## config.mk

```make
export PLATFORM = sky130hd
export DESIGN_NAME = bias_act_unit
export DESIGN_NICKNAME = d
export VERILOG_FILES = /design/src/rtl/bias_act_pkg.sv /design/src/rtl/bias_bank.sv /design/src/rtl/bias_add_stage.sv /design/src/rtl/tanh_lut.sv /design/src/rtl/act_stage.sv /design/src/rtl/bias_act_unit.sv
export SDC_FILE = /design/constraint.sdc
export NUM_CORES = 1
export LEC_CHECK = 0
export ABC_AREA = 0
export BUFFER_PORTS_ARGS = -buffer_cell sky130_fd_sc_hd__buf_2
export CAP_MARGIN = 20
export CORE_MARGIN = 3
export CORE_UTILIZATION = 35
export DETAILED_ROUTE_END_ITERATION = 7
export GPL_TIMING_DRIVEN = 1
export PLACE_DENSITY = 0.52
export REMOVE_ABC_BUFFERS = 1
export SLEW_MARGIN = 5
export SYNTH_ARGS = -nofsm -noshare
export SYNTH_HDL_FRONTEND = slang
export SYNTH_SLANG_ARGS = --single-unit
```

## constraint.sdc

```tcl
create_clock -name clk -period 4.9 [get_ports clk]
set_input_delay 0.245 -clock clk [delete_from_list [all_inputs] [get_ports clk]]
set_output_delay 0.245 -clock clk [all_outputs]
set_load 0.005 [all_outputs]
```

## src/rtl/bias_act_pkg.sv

```systemverilog
// Package: shared types and layer-code constants for the bias/activation unit.
// Assumes layer codes are small unsigned integers.
package bias_act_pkg;

    typedef enum logic [1:0] {
        ACT_NONE = 2'd0,
        ACT_RELU = 2'd1,
        ACT_TANH = 2'd2
    } act_sel_e;

    localparam int unsigned LAYER_PLAIN = 1;
    localparam int unsigned RELU_FIRST  = 2;
    localparam int unsigned RELU_LAST   = 5;
    localparam int unsigned LAYER_TANH  = 6;

    // Map a layer code onto the activation it uses.
    function automatic act_sel_e layer_to_act(input int unsigned code);
        if (code >= RELU_FIRST && code <= RELU_LAST) return ACT_RELU;
        if (code == LAYER_TANH)                      return ACT_TANH;
        return ACT_NONE;
    endfunction

endpackage

```

## src/rtl/bias_bank.sv

```systemverilog
// Module: bias_bank
// Per-output-channel register file that holds the folded biases.
// Has one write port and one combinational read port. A read in the same
// cycle as a write to the same entry returns the old value.
module bias_bank #(
    parameter int NUM_CH = 8,
    parameter int DATA_W = 20,
    localparam int CH_W  = (NUM_CH > 1) ? $clog2(NUM_CH) : 1
) (
    input  logic                     clk,
    input  logic                     rst_n,
    input  logic                     wr_en,
    input  logic [CH_W-1:0]          wr_addr,
    input  logic signed [DATA_W-1:0] wr_data,
    input  logic [CH_W-1:0]          rd_addr,
    output logic signed [DATA_W-1:0] rd_data
);

    logic signed [DATA_W-1:0] regs [NUM_CH];

    for (genvar g = 0; g < NUM_CH; g++) begin : g_reg
        // Clear on reset; load when this entry is addressed.
        always_ff @(posedge clk) begin
            if (!rst_n)
                regs[g] <= '0;
            else if (wr_en && (wr_addr == CH_W'(g)))
                regs[g] <= wr_data;
        end
    end

    // Read mux; addresses past NUM_CH return zero.
    always_comb begin
        rd_data = '0;
        for (int i = 0; i < NUM_CH; i++)
            if (rd_addr == CH_W'(i)) rd_data = regs[i];
    end

endmodule

```

## src/rtl/bias_add_stage.sv

```systemverilog
// Module: bias_add_stage
// Pipeline stage 1. Adds the bias to the sum with saturation and registers
// the result together with the activation decoded from the pixel's layer.
// Assumes the bias and the sum have the same width.
module bias_add_stage
    import bias_act_pkg::*;
#(
    parameter int SUM_W   = 20,
    parameter int LAYER_W = 3
) (
    input  logic                    clk,
    input  logic                    rst_n,
    input  logic                    in_valid,
    input  logic signed [SUM_W-1:0] in_sum,
    input  logic signed [SUM_W-1:0] in_bias,
    input  logic [LAYER_W-1:0]      in_layer,
    output logic                    s1_valid,
    output logic signed [SUM_W-1:0] s1_value,
    output act_sel_e                s1_sel
);

    localparam int WIDE_W = SUM_W + 1;
    localparam logic signed [WIDE_W-1:0] HI = WIDE_W'((2 ** (SUM_W - 1)) - 1);
    localparam logic signed [WIDE_W-1:0] LO = -HI - WIDE_W'(1);

    logic signed [WIDE_W-1:0] wide_sum;
    logic signed [SUM_W-1:0]  sat_sum;

    // One extra bit of headroom for the add, then clamp back to SUM_W.
    always_comb begin
        wide_sum = WIDE_W'(in_sum) + WIDE_W'(in_bias);
        if (wide_sum > HI)
            sat_sum = HI[SUM_W-1:0];
        else if (wide_sum < LO)
            sat_sum = LO[SUM_W-1:0];
        else
            sat_sum = wide_sum[SUM_W-1:0];
    end

    // Register the valid flag every cycle; register the payload only on valid.
    always_ff @(posedge clk) begin
        if (!rst_n) begin
            s1_valid <= 1'b0;
            s1_value <= '0;
            s1_sel   <= ACT_NONE;
        end else begin
            s1_valid <= in_valid;
            if (in_valid) begin
                s1_value <= sat_sum;
                s1_sel   <= layer_to_act(int'(in_layer));
            end
        end
    end

endmodule

```

## src/rtl/tanh_lut.sv

```systemverilog
// Module: tanh_lut
// Combinational tanh. Rounds the input down to a CODE_W-bit signed index
// (halves go toward plus infinity) and saturates it, then reads a table
// with 2^CODE_W entries. The table is computed at elaboration: entry k holds
// round(tanh(k / 2^IDX_FRAC) * (2^(CODE_W-1) - 1)).
module tanh_lut #(
    parameter int IN_W     = 20,
    parameter int IN_FRAC  = 8,
    parameter int IDX_FRAC = 5,
    parameter int CODE_W   = 8
) (
    input  logic signed [IN_W-1:0]   value,
    output logic signed [CODE_W-1:0] code
);

    localparam int SHIFT   = IN_FRAC - IDX_FRAC;
    localparam int WW      = IN_W + 1;
    localparam int ENTRIES = 2 ** CODE_W;
    localparam int MAXC    = (2 ** (CODE_W - 1)) - 1;
    localparam logic signed [WW-1:0] IDX_HI = WW'(MAXC);
    localparam logic signed [WW-1:0] IDX_LO = -IDX_HI - WW'(1);

    // Elaboration-time table entry for signed index k.
    function automatic int tanh_code(input int k);
        real x;
        real y;
        int  r;
        x = real'(k) / (2.0 ** IDX_FRAC);
        y = $tanh(x) * real'(MAXC);
        if (y >= 0.0) r = $rtoi(y + 0.5);
        else          r = -$rtoi(0.5 - y);
        if (r > MAXC)  r = MAXC;
        if (r < -MAXC) r = -MAXC;
        return r;
    endfunction

    logic signed [CODE_W-1:0] table_q [ENTRIES];

    for (genvar g = 0; g < ENTRIES; g++) begin : g_ent
        localparam logic signed [CODE_W-1:0] ENT = CODE_W'(tanh_code(g - ENTRIES / 2));
        assign table_q[g] = ENT;
    end

    logic signed [WW-1:0]     ext;
    logic signed [WW-1:0]     scaled;
    logic signed [CODE_W-1:0] idx;

    assign ext = WW'(value);

    if (SHIFT > 0) begin : g_round
        // Add half an index step, then shift arithmetically.
        assign scaled = (ext + WW'(1 << (SHIFT - 1))) >>> SHIFT;
    end else begin : g_noround
        assign scaled = ext;
    end

    // Saturate the scaled value into the index range.
    always_comb begin
        if (scaled > IDX_HI)
            idx = IDX_HI[CODE_W-1:0];
        else if (scaled < IDX_LO)
            idx = IDX_LO[CODE_W-1:0];
        else
            idx = scaled[CODE_W-1:0];
    end

    // Offset-binary address: inverting the sign bit maps -2^(CODE_W-1) to entry 0.
    assign code = table_q[{~idx[CODE_W-1], idx[CODE_W-2:0]}];

endmodule

```

## src/rtl/act_stage.sv

```systemverilog
// Module: act_stage
// Pipeline stage 2. Picks the activation for the pixel (passthrough,
// sign-bit ReLU or the tanh code) and registers the result. The output
// holds its value while no pixel is present.
module act_stage
    import bias_act_pkg::*;
#(
    parameter int SUM_W  = 20,
    parameter int CODE_W = 8
) (
    input  logic                     clk,
    input  logic                     rst_n,
    input  logic                     s1_valid,
    input  logic signed [SUM_W-1:0]  s1_value,
    input  act_sel_e                 s1_sel,
    input  logic signed [CODE_W-1:0] tanh_code,
    output logic                     out_valid,
    output logic signed [SUM_W-1:0]  out_data
);

    logic signed [SUM_W-1:0] act_val;

    // Activation mux; the ReLU branch looks only at the sign bit.
    always_comb begin
        unique case (s1_sel)
            ACT_RELU: act_val = s1_value[SUM_W-1] ? '0 : s1_value;
            ACT_TANH: act_val = SUM_W'(tanh_code);
            default:  act_val = s1_value;
        endcase
    end

    // Output register; updates only when a pixel is present.
    always_ff @(posedge clk) begin
        if (!rst_n) begin
            out_valid <= 1'b0;
            out_data  <= '0;
        end else begin
            out_valid <= s1_valid;
            if (s1_valid) out_data <= act_val;
        end
    end

endmodule

```

## src/rtl/bias_act_unit.sv

```systemverilog
// Module: bias_act_unit (top)
// Per-pixel bias add and layer-selected activation, two-cycle latency,
// one pixel per cycle. Assumes batch normalization is already folded into
// the bias, and that the sum carries IN_FRAC fractional bits.
module bias_act_unit #(
    parameter int NUM_CH   = 8,
    parameter int SUM_W    = 20,
    parameter int LAYER_W  = 3,
    parameter int IN_FRAC  = 8,
    parameter int IDX_FRAC = 5,
    parameter int CODE_W   = 8,
    localparam int CH_W    = (NUM_CH > 1) ? $clog2(NUM_CH) : 1
) (
    input  logic               clk,
    input  logic               rst_n,
    input  logic               in_valid,
    input  logic [SUM_W-1:0]   in_sum,
    input  logic [CH_W-1:0]    in_chan,
    input  logic [LAYER_W-1:0] in_layer,
    input  logic               bias_we,
    input  logic [CH_W-1:0]    bias_addr,
    input  logic [SUM_W-1:0]   bias_data,
    output logic               out_valid,
    output logic [SUM_W-1:0]   out_data
);

    import bias_act_pkg::*;

    logic signed [SUM_W-1:0]  bias_rd;
    logic                     s1_valid;
    logic signed [SUM_W-1:0]  s1_value;
    act_sel_e                 s1_sel;
    logic signed [CODE_W-1:0] tcode;
    logic signed [SUM_W-1:0]  res;

    bias_bank #(.NUM_CH(NUM_CH), .DATA_W(SUM_W)) u_bank (
        .clk     (clk),
        .rst_n   (rst_n),
        .wr_en   (bias_we),
        .wr_addr (bias_addr),
        .wr_data (bias_data),
        .rd_addr (in_chan),
        .rd_data (bias_rd)
    );

    bias_add_stage #(.SUM_W(SUM_W), .LAYER_W(LAYER_W)) u_add (
        .clk      (clk),
        .rst_n    (rst_n),
        .in_valid (in_valid),
        .in_sum   (in_sum),
        .in_bias  (bias_rd),
        .in_layer (in_layer),
        .s1_valid (s1_valid),
        .s1_value (s1_value),
        .s1_sel   (s1_sel)
    );

    tanh_lut #(.IN_W(SUM_W), .IN_FRAC(IN_FRAC), .IDX_FRAC(IDX_FRAC),
               .CODE_W(CODE_W)) u_tanh (
        .value (s1_value),
        .code  (tcode)
    );

    act_stage #(.SUM_W(SUM_W), .CODE_W(CODE_W)) u_act (
        .clk       (clk),
        .rst_n     (rst_n),
        .s1_valid  (s1_valid),
        .s1_value  (s1_value),
        .s1_sel    (s1_sel),
        .tanh_code (tcode),
        .out_valid (out_valid),
        .out_data  (res)
    );

    assign out_data = res;

endmodule

```

# [Word-level counts from Yosys, hierarchy flattened]
# Memory sizes are Yosys's and may differ from the RTL's.
# Cells that the tools add are included.
# Widths: inputs -> output; s select.
[word_totals] reg_bits=44 ram_bits=160 mem_bits_ro=2048 n_memories=2
[classes] add_sub_neg=2 magnitude_cmp=7 n_eq_ne=17 mux=60 bitwise_logic=10 reduce_logical=11
[mem_list] name="(no name shown)" depth=256 word_bits=8 rd=1 rd_ports_with_merged_regs=0 write_ports=0 line="tanh_lut.sv:68" source="assign code = table_q[{~idx[CODE_W-1], idx[CODE_W-2:0]}];"
[mem_list] name="u_bank.regs" depth=8 word_bits=20 rd=8 rd_ports_with_merged_regs=0 write_ports=8 line="bias_bank.sv:19" source="logic signed [DATA_W-1:0] regs [NUM_CH];"
[ops] cell="$mux 20" count=18
[ops] cell="$pmux 20 s2" count=1
[ops] cell="$mux 1" count=32
[ops] cell="$mux 8" count=4
[ops] cell="$eq 3x3->1 const B" count=9
[ops] cell="$add 20x20->21" count=1
[ops] cell="$add 20x4->21 const B" count=1
[ops] cell="$gt 21x20->1 const B" count=1
[ops] cell="$lt 21x20->1 const B" count=1
[ops] cell="$mux 19" count=1
[ops] cell="$gt 18x8->1 const B" count=1
[ops] cell="$lt 18x8->1 const B" count=1
[ops] cell="$eq 3x2->1 const B" count=4
[ops] cell="$ge 9x9->1 const B" count=1
[ops] cell="$logic_and 1x1->1" count=9
[ops] cell="$not 8->9" count=1
[ops] cell="$mux 2" count=4
[ops] cell="$or 1x1->1" count=8
[ops] cell="$eq 3x1->1 const B" count=2
[ops] cell="$logic_not 3->1" count=2
[ops] cell="$ge 3x2->1 const B" count=1
[ops] cell="$le 3x3->1 const B" count=1
[ops] cell="$eq 2x1->1 const B" count=1
[ops] cell="$eq 2x2->1 const B" count=1
[ops] cell="$not 1->1" count=1

# [Longest topological paths before layout]
[logic_depth] depth_word=13 mapped_depth=22 ltp_nobuf=18

# [By module]
# Synthesis repeated with hierarchy kept, for this count alone.
[hier_totals] cells_unflattened=1225 area_unflattened_um2=12381.9
[modules_own_cells] mod="bias_bank" instances=1 cells_per_inst=585 area_per_inst_um2=7608.5 seq_area_each_um2=4804.6
[modules_own_cells] mod="bias_add_stage" instances=1 cells_per_inst=230 area_per_inst_um2=1994.4 seq_area_each_um2=460.4
[modules_own_cells] mod="tanh_lut" instances=1 cells_per_inst=303 area_per_inst_um2=1880.6 seq_area_each_um2=0.0
[modules_own_cells] mod="act_stage" instances=1 cells_per_inst=107 area_per_inst_um2=898.4 seq_area_each_um2=420.4

# [Worst setup path before layout]
# OpenSTA, ideal clock, no wires.
[synth_path] path_kind="input -> register" startpoint="input port in_chan[0]" endpoint="register u_add.s1_value[10]" setup_time_ps=117 t_arrival_ps=4874 t_required_ps=4783 setup_slack_ps=-91 stages=19 n_path_buf=4 path_cell_list="clkbuf_1 buf_1 mux4_2 mux2_2 ha_1 fa_1 nand3_1 a21oi_1 o21a_1 o21a_1 o211ai_1 a311oi_1 o211ai_1 a41oi_1 or2_2 and2_1 clkbuf_1 clkbuf_1 a22o_1"
[synth_via] elab_chain_cells=13 elab_cells_between_ends=21 classes_between="add/sub (1); order compare (2); eq/ne (7); mux (10); reduce/logical (1)"
[synth_lines] item="from (decl)" line="bias_act_unit.sv:18" source="input logic [CH_W-1:0] in_chan,"
[synth_lines] item="$logic_not 3->1" line="bias_bank.sv:35" source="if (rd_addr == CH_W'(i)) rd_data = regs[i];"
[synth_lines] item="$mux 20 (7 in series)" line="bias_bank.sv:35"
[synth_lines] item="$mux 20 *" line="bias_bank.sv:35"
[synth_lines] item="$add 20x20->21 *" line="bias_add_stage.sv:31" source="wide_sum = WIDE_W'(in_sum) + WIDE_W'(in_bias);"
[synth_lines] item="$lt 21x20->1" line="bias_add_stage.sv:34" source="else if (wide_sum < LO)"
[synth_lines] item="$mux 20" line="bias_add_stage.sv:34"
[synth_lines] item="$mux 20 *" line="bias_add_stage.sv:32" source="if (wide_sum > HI)"
[synth_lines] item="to (signal assigned)" line="bias_add_stage.sv:49" source="s1_value <= sat_sum;"
[synth_lines] item="to (decl)" line="bias_add_stage.sv:18" source="output logic signed [SUM_W-1:0] s1_value,"
# Mark *: on every way between the ends. The rest lies on a longest branch, timed or not.
# A chain may end at the register's enable or synchronous reset.

# [Worst setup path after layout]
[layout_path] startpoint="register u_add.s1_value[6]" endpoint="register u_act.out_data[1]"
[layout_via] elab_chain_cells=10 elab_cells_between_ends=11 classes_between="add/sub (1); order compare (2); mux (5); bitwise (2); memory (1)"
[layout_lines] item="$add 20x4->21 *" line="tanh_lut.sv:52" source="assign scaled = (ext + WW'(1 << (SHIFT - 1))) >>> SHIFT;"
[layout_lines] item="$lt 18x8->1" line="tanh_lut.sv:61" source="else if (scaled < IDX_LO)"
[layout_lines] item="$mux 8" line="tanh_lut.sv:61"
[layout_lines] item="$mux 8 *" line="tanh_lut.sv:59" source="if (scaled > IDX_HI)"
[layout_lines] item="$not 1->1" line="tanh_lut.sv:68"
[layout_lines] item="$not 8->9 *" line="tanh_lut.sv:68"
[layout_lines] item="$mem_v2 256x8 *"
[layout_lines] item="$mux 8 (not written as such) * (2 in series)" line="tanh_lut.sv:68"
[layout_lines] item="$pmux 20 s2 *" line="act_stage.sv:25" source="unique case (s1_sel)"
[layout_lines] item="to (signal assigned)" line="act_stage.sv:39" source="if (s1_valid) out_data <= act_val;"
[layout_lines] item="to (decl)" line="act_stage.sv:18" source="output logic signed [SUM_W-1:0] out_data"
# Mark *: on every way between the ends. The rest lies on a longest branch, timed or not. The select of a mux whose other input is x is not followed.

==> run summary <==
die height -> 191 um
TritonCTS sink count -> 204
Max stage delay cell, worst path -> dfxtp_1
beginning of the worst hold path -> in_layer[0]
I/O pins -> 74
Post-synth EDFFs -> 160
sequential share of power -> 38.5%
crit path cell chain -> nand4_2 > or3_4 > o31ai_4 > o31ai_4 > o31a_1 > nor2_1 > nor2_1 > ha_1 > nor2_1 > a21oi_1 > o21ai_1 > a2111oi_2 > o21ai_1 > a32o_1
outcome -> finished, final reports clean
Clock Path Buffers -> 3
RePlAce Congestion -> 0.916
compound-gate portion of the synthesized area -> 16.4%
Power Density -> 395 mW/mm^2
fin. max-slew vios -> 0
final core utilization -> 41.2%
sequential fraction of the synthesis area -> 47.6%
Starting Density -> 35.6%
worst vdd ir -> 0.000272 V
Slew headroom -> 28.2%
RSZ-0062 raised after global routing -> no
Critical Path Most Common Cell -> nor2_1
vias in the first global route -> 9017
die area -> 0.0364 sq mm
Slowest Stage Delay on Critical Path -> 530 ps
Gate power share -> 29.0%
synth top area cells -> edfxtp_1 (40%), and2_1 (8.7%), dfxtp_1 (7.4%)
share of cells above drive strength 1 -> 21.3%
crit path from -> u_add.s1_value[6]
antenna-violating nets left -> 0
area share of fa/ha/maj cells after synthesis -> 3.71%
met1 usage -> 26.5%
Layout area overhead -> 16.0%
vias per cell -> 5.51
post-synth top area share -> 40.2%
Startpoint Class -> flop
Most Crowded Layer GR -> met2
fin crit share -> 89.7%
post-synthesis mux area share -> 8.79%
CTS tree -> done
top_reg_cell synth -> edfxtp_1
port bufs -> 73
Switching Fraction -> 33.2%
Synth area leader -> edfxtp_1
asr flop ratio synth -> 0%
TritonCTS Buffers -> 24
Post-Syn Area -> 0.0120 sq mm
post_cts resized -> 0
CTS Hold Bufs -> 0
# DRC -> 0
M2 GR Usage -> 34.3%
Sw Pwr -> 0.00182 W
internal power -> 0.00365 W
GRT overflow -> 0
Skew-Pair Late Insertion Delay -> 540 ps
CP endpoint kind -> flop
largest family of logic cells by synthesized area -> simple AND/OR/NAND/NOR gates
Worst Skew -> 27.7 ps
die outline width -> 191 um
Placeable Area -> 0.0336 sq mm
R2R Path Start -> u_add.s1_value[6]
Final Hold Viols -> 0
Final TNS setup -> 0 ps
global-route wire length before repair -> 55700 um
DR WL/cell -> 22.0 um
Seq cells post-synth -> 204
Tot GR Track Use -> 19.9%
Tmin final -> 4400 ps
met3 global-route usage -> 2.78%
Root Buffer -> clkbuf_16
Pre-antenna DRT Iters -> 5
Final setup viols -> 0
max-cap violation count -> 0
simple logic cell fraction of the synthesized area -> 18.2%
Unique masters post-synth -> 87
hold crit path type -> input pin to flop
Layout Cells excl Fill -> 1630
Clock transition at path regs -> 60 ps
pin count of the biggest net entering global routing -> 30
Critical Path AT -> 4810 ps
Static Leakage -> 5.13 nW
Max Freq -> 0.227 GHz
Clk network pwr share -> 32.5%
DRT iter0 DRCs -> 858
Synth Area in XOR/XNOR -> 2.05%
initial antenna violation count -> 2
post-CTS setup buffer count -> 0
vias after detailed routing -> 8981
dpl cells -> 1584
worst-margin pin slew -> 1070 ps
Yosys warning total -> 0
CTS HTree Levels -> 1
Mean Syn Cell Area -> 11.0 sq um
Worst Path Required -> 5320 ps
Nets -> 1252
row count -> 67
Detail Placement HPWL -> 24800 um
drt total wl -> 35900 um
worst-path maximum fanout -> 13
Setup Crit Path Kind -> flop to flop
Mapped Cells -> 1090
-- worst paths after layout --
| kind | slack, ps | depth (start not counted) | end |
|---|---|---|---|
| hold / removal | 30 | 3 | u_add.s1_sel[1] |
| setup reg to reg | 500 | 14 | u_act.out_data[1] |
| setup / recovery | 500 | 14 | u_act.out_data[1] |
| hold reg to reg | 490 | 2 | u_act.out_data[5] |
-- state kept, by name, summed over array words and instances (netlist names) --
register,flops
u_act.out_valid,1
u_add.s1_sel,2
u_add.s1_value,20
u_act.out_data,20
u_bank.regs,160
u_add.s1_valid,1
-- power groups by stage --
stage	Combinational [W]	Sequential (W)	Clock, W
after floorplan	0.00101	0.00211	0
after global placement	0.00160	0.00214	0
after detailed placement	0.00157	0.00214	0
after CTS	0.00157	0.00210	0.00182
after global routing	0.00174	0.00212	0.00189
final	0.00159	0.00210	0.00178
-- through the flow --
| stage | hold slack (ps) | cell area [sq um] | worst slack (ps) | total power (W) |
|---|---|---|---|---|
| 6_report | 25.7 | 13900 | 504 | 0.00547 |
| 5_1_grt | 32.2 | 13900 | 157 | 0.00575 |
| 2_1_floorplan | 341 | 11600 | 766 | 0.00313 |
| 3_3_place_gp | 481 | 13000 | 194 | 0.00373 |
| 3_5_place_dp | 485 | 13000 | 88.2 | 0.00371 |
| 4_1_cts | 9.27 | 13800 | 458 | 0.00549 |
-- cells in the mapped netlist, types with 5 or more instances --
| library cell | number |
|---|---|
| nor3_1 | 18 |
| nand3_1 | 16 |
| nand4_1 | 7 |
| a21oi_1 | 56 |
| a41oi_1 | 6 |
| dfxtp_1 | 44 |
| edfxtp_1 | 160 |
| nand2b_1 | 10 |
| nand2_1 | 72 |
| o221ai_1 | 9 |
| xor2_1 | 10 |
| o211ai_1 | 8 |
| a31oi_1 | 12 |
| mux2_2 | 16 |
| and3_1 | 5 |
| o31ai_1 | 6 |
| nor2b_1 | 6 |
| a21o_1 | 6 |
| a211oi_1 | 11 |
| o31a_1 | 7 |
| o21ai_0 | 60 |
| ha_1 | 33 |
| nor2_1 | 60 |
| mux4_2 | 32 |
| or2_2 | 6 |
| inv_1 | 18 |
| and2_1 | 167 |
| nor4_1 | 10 |
| xnor2_1 | 18 |
| clkbuf_1 | 44 |
| buf_1 | 5 |
| buf_2 | 15 |
| o21a_1 | 6 |
| a22o_1 | 18 |
| mux2i_1 | 15 |
-- per-layer routing --
layer | vias to the layer above | routed length, um
met1 | 4368 | 15300
met5 | - | 27
li1 | 4239 | -
met4 | 4 | 880
met2 | 299 | 17700
met3 | 71 | 1930
-- cells by family after synthesis --
group | count (synthesis)
buf+inv | 90
flops | 204
fa+ha+maj | 35
simple gates | 399
compound gates | 271
mux | 63
xor+xnor | 28
-- area by class of cell --
cell class	instances	area [sq um]
Clock inverter	13	160
Sequential cell	204	5690
Tap cell	448	561
Clock buffer	29	619
Inverter	20	75.1
Multi-Input combinational cell	796	5990
Antenna cell	1	2.50
Timing Repair Buffer	119	771
Fill cell	3231	19800
-- placed cells by master, fill, tap and decap left out, types with 11 or more instances in the layout --
cell type	n
a211oi_1	11
a21oi_1	56
a22o_1	18
a31oi_1	12
and2_1	167
buf_2	73
buf_4	42
clkbuf_16	24
dfxtp_1	44
edfxtp_1	160
ha_1	33
inv_1	18
mux2_2	16
mux2i_1	15
mux4_2	32
nand2_1	72
nand3_1	16
nor2_1	55
nor3_1	16
o21ai_0	54
xnor2_1	18
-- critical path, delay by kind of cell (launching register included) --
kind / cells / cell delay (ps)
AO/OA/AOI/OAI: 8 / 2030
adder cells (fa/ha/maj): 1 / 470
flip-flops: 1 / 530
AND/OR/NAND/NOR: 5 / 1250
Note: power is estimated with default switching activity, not from simulation.
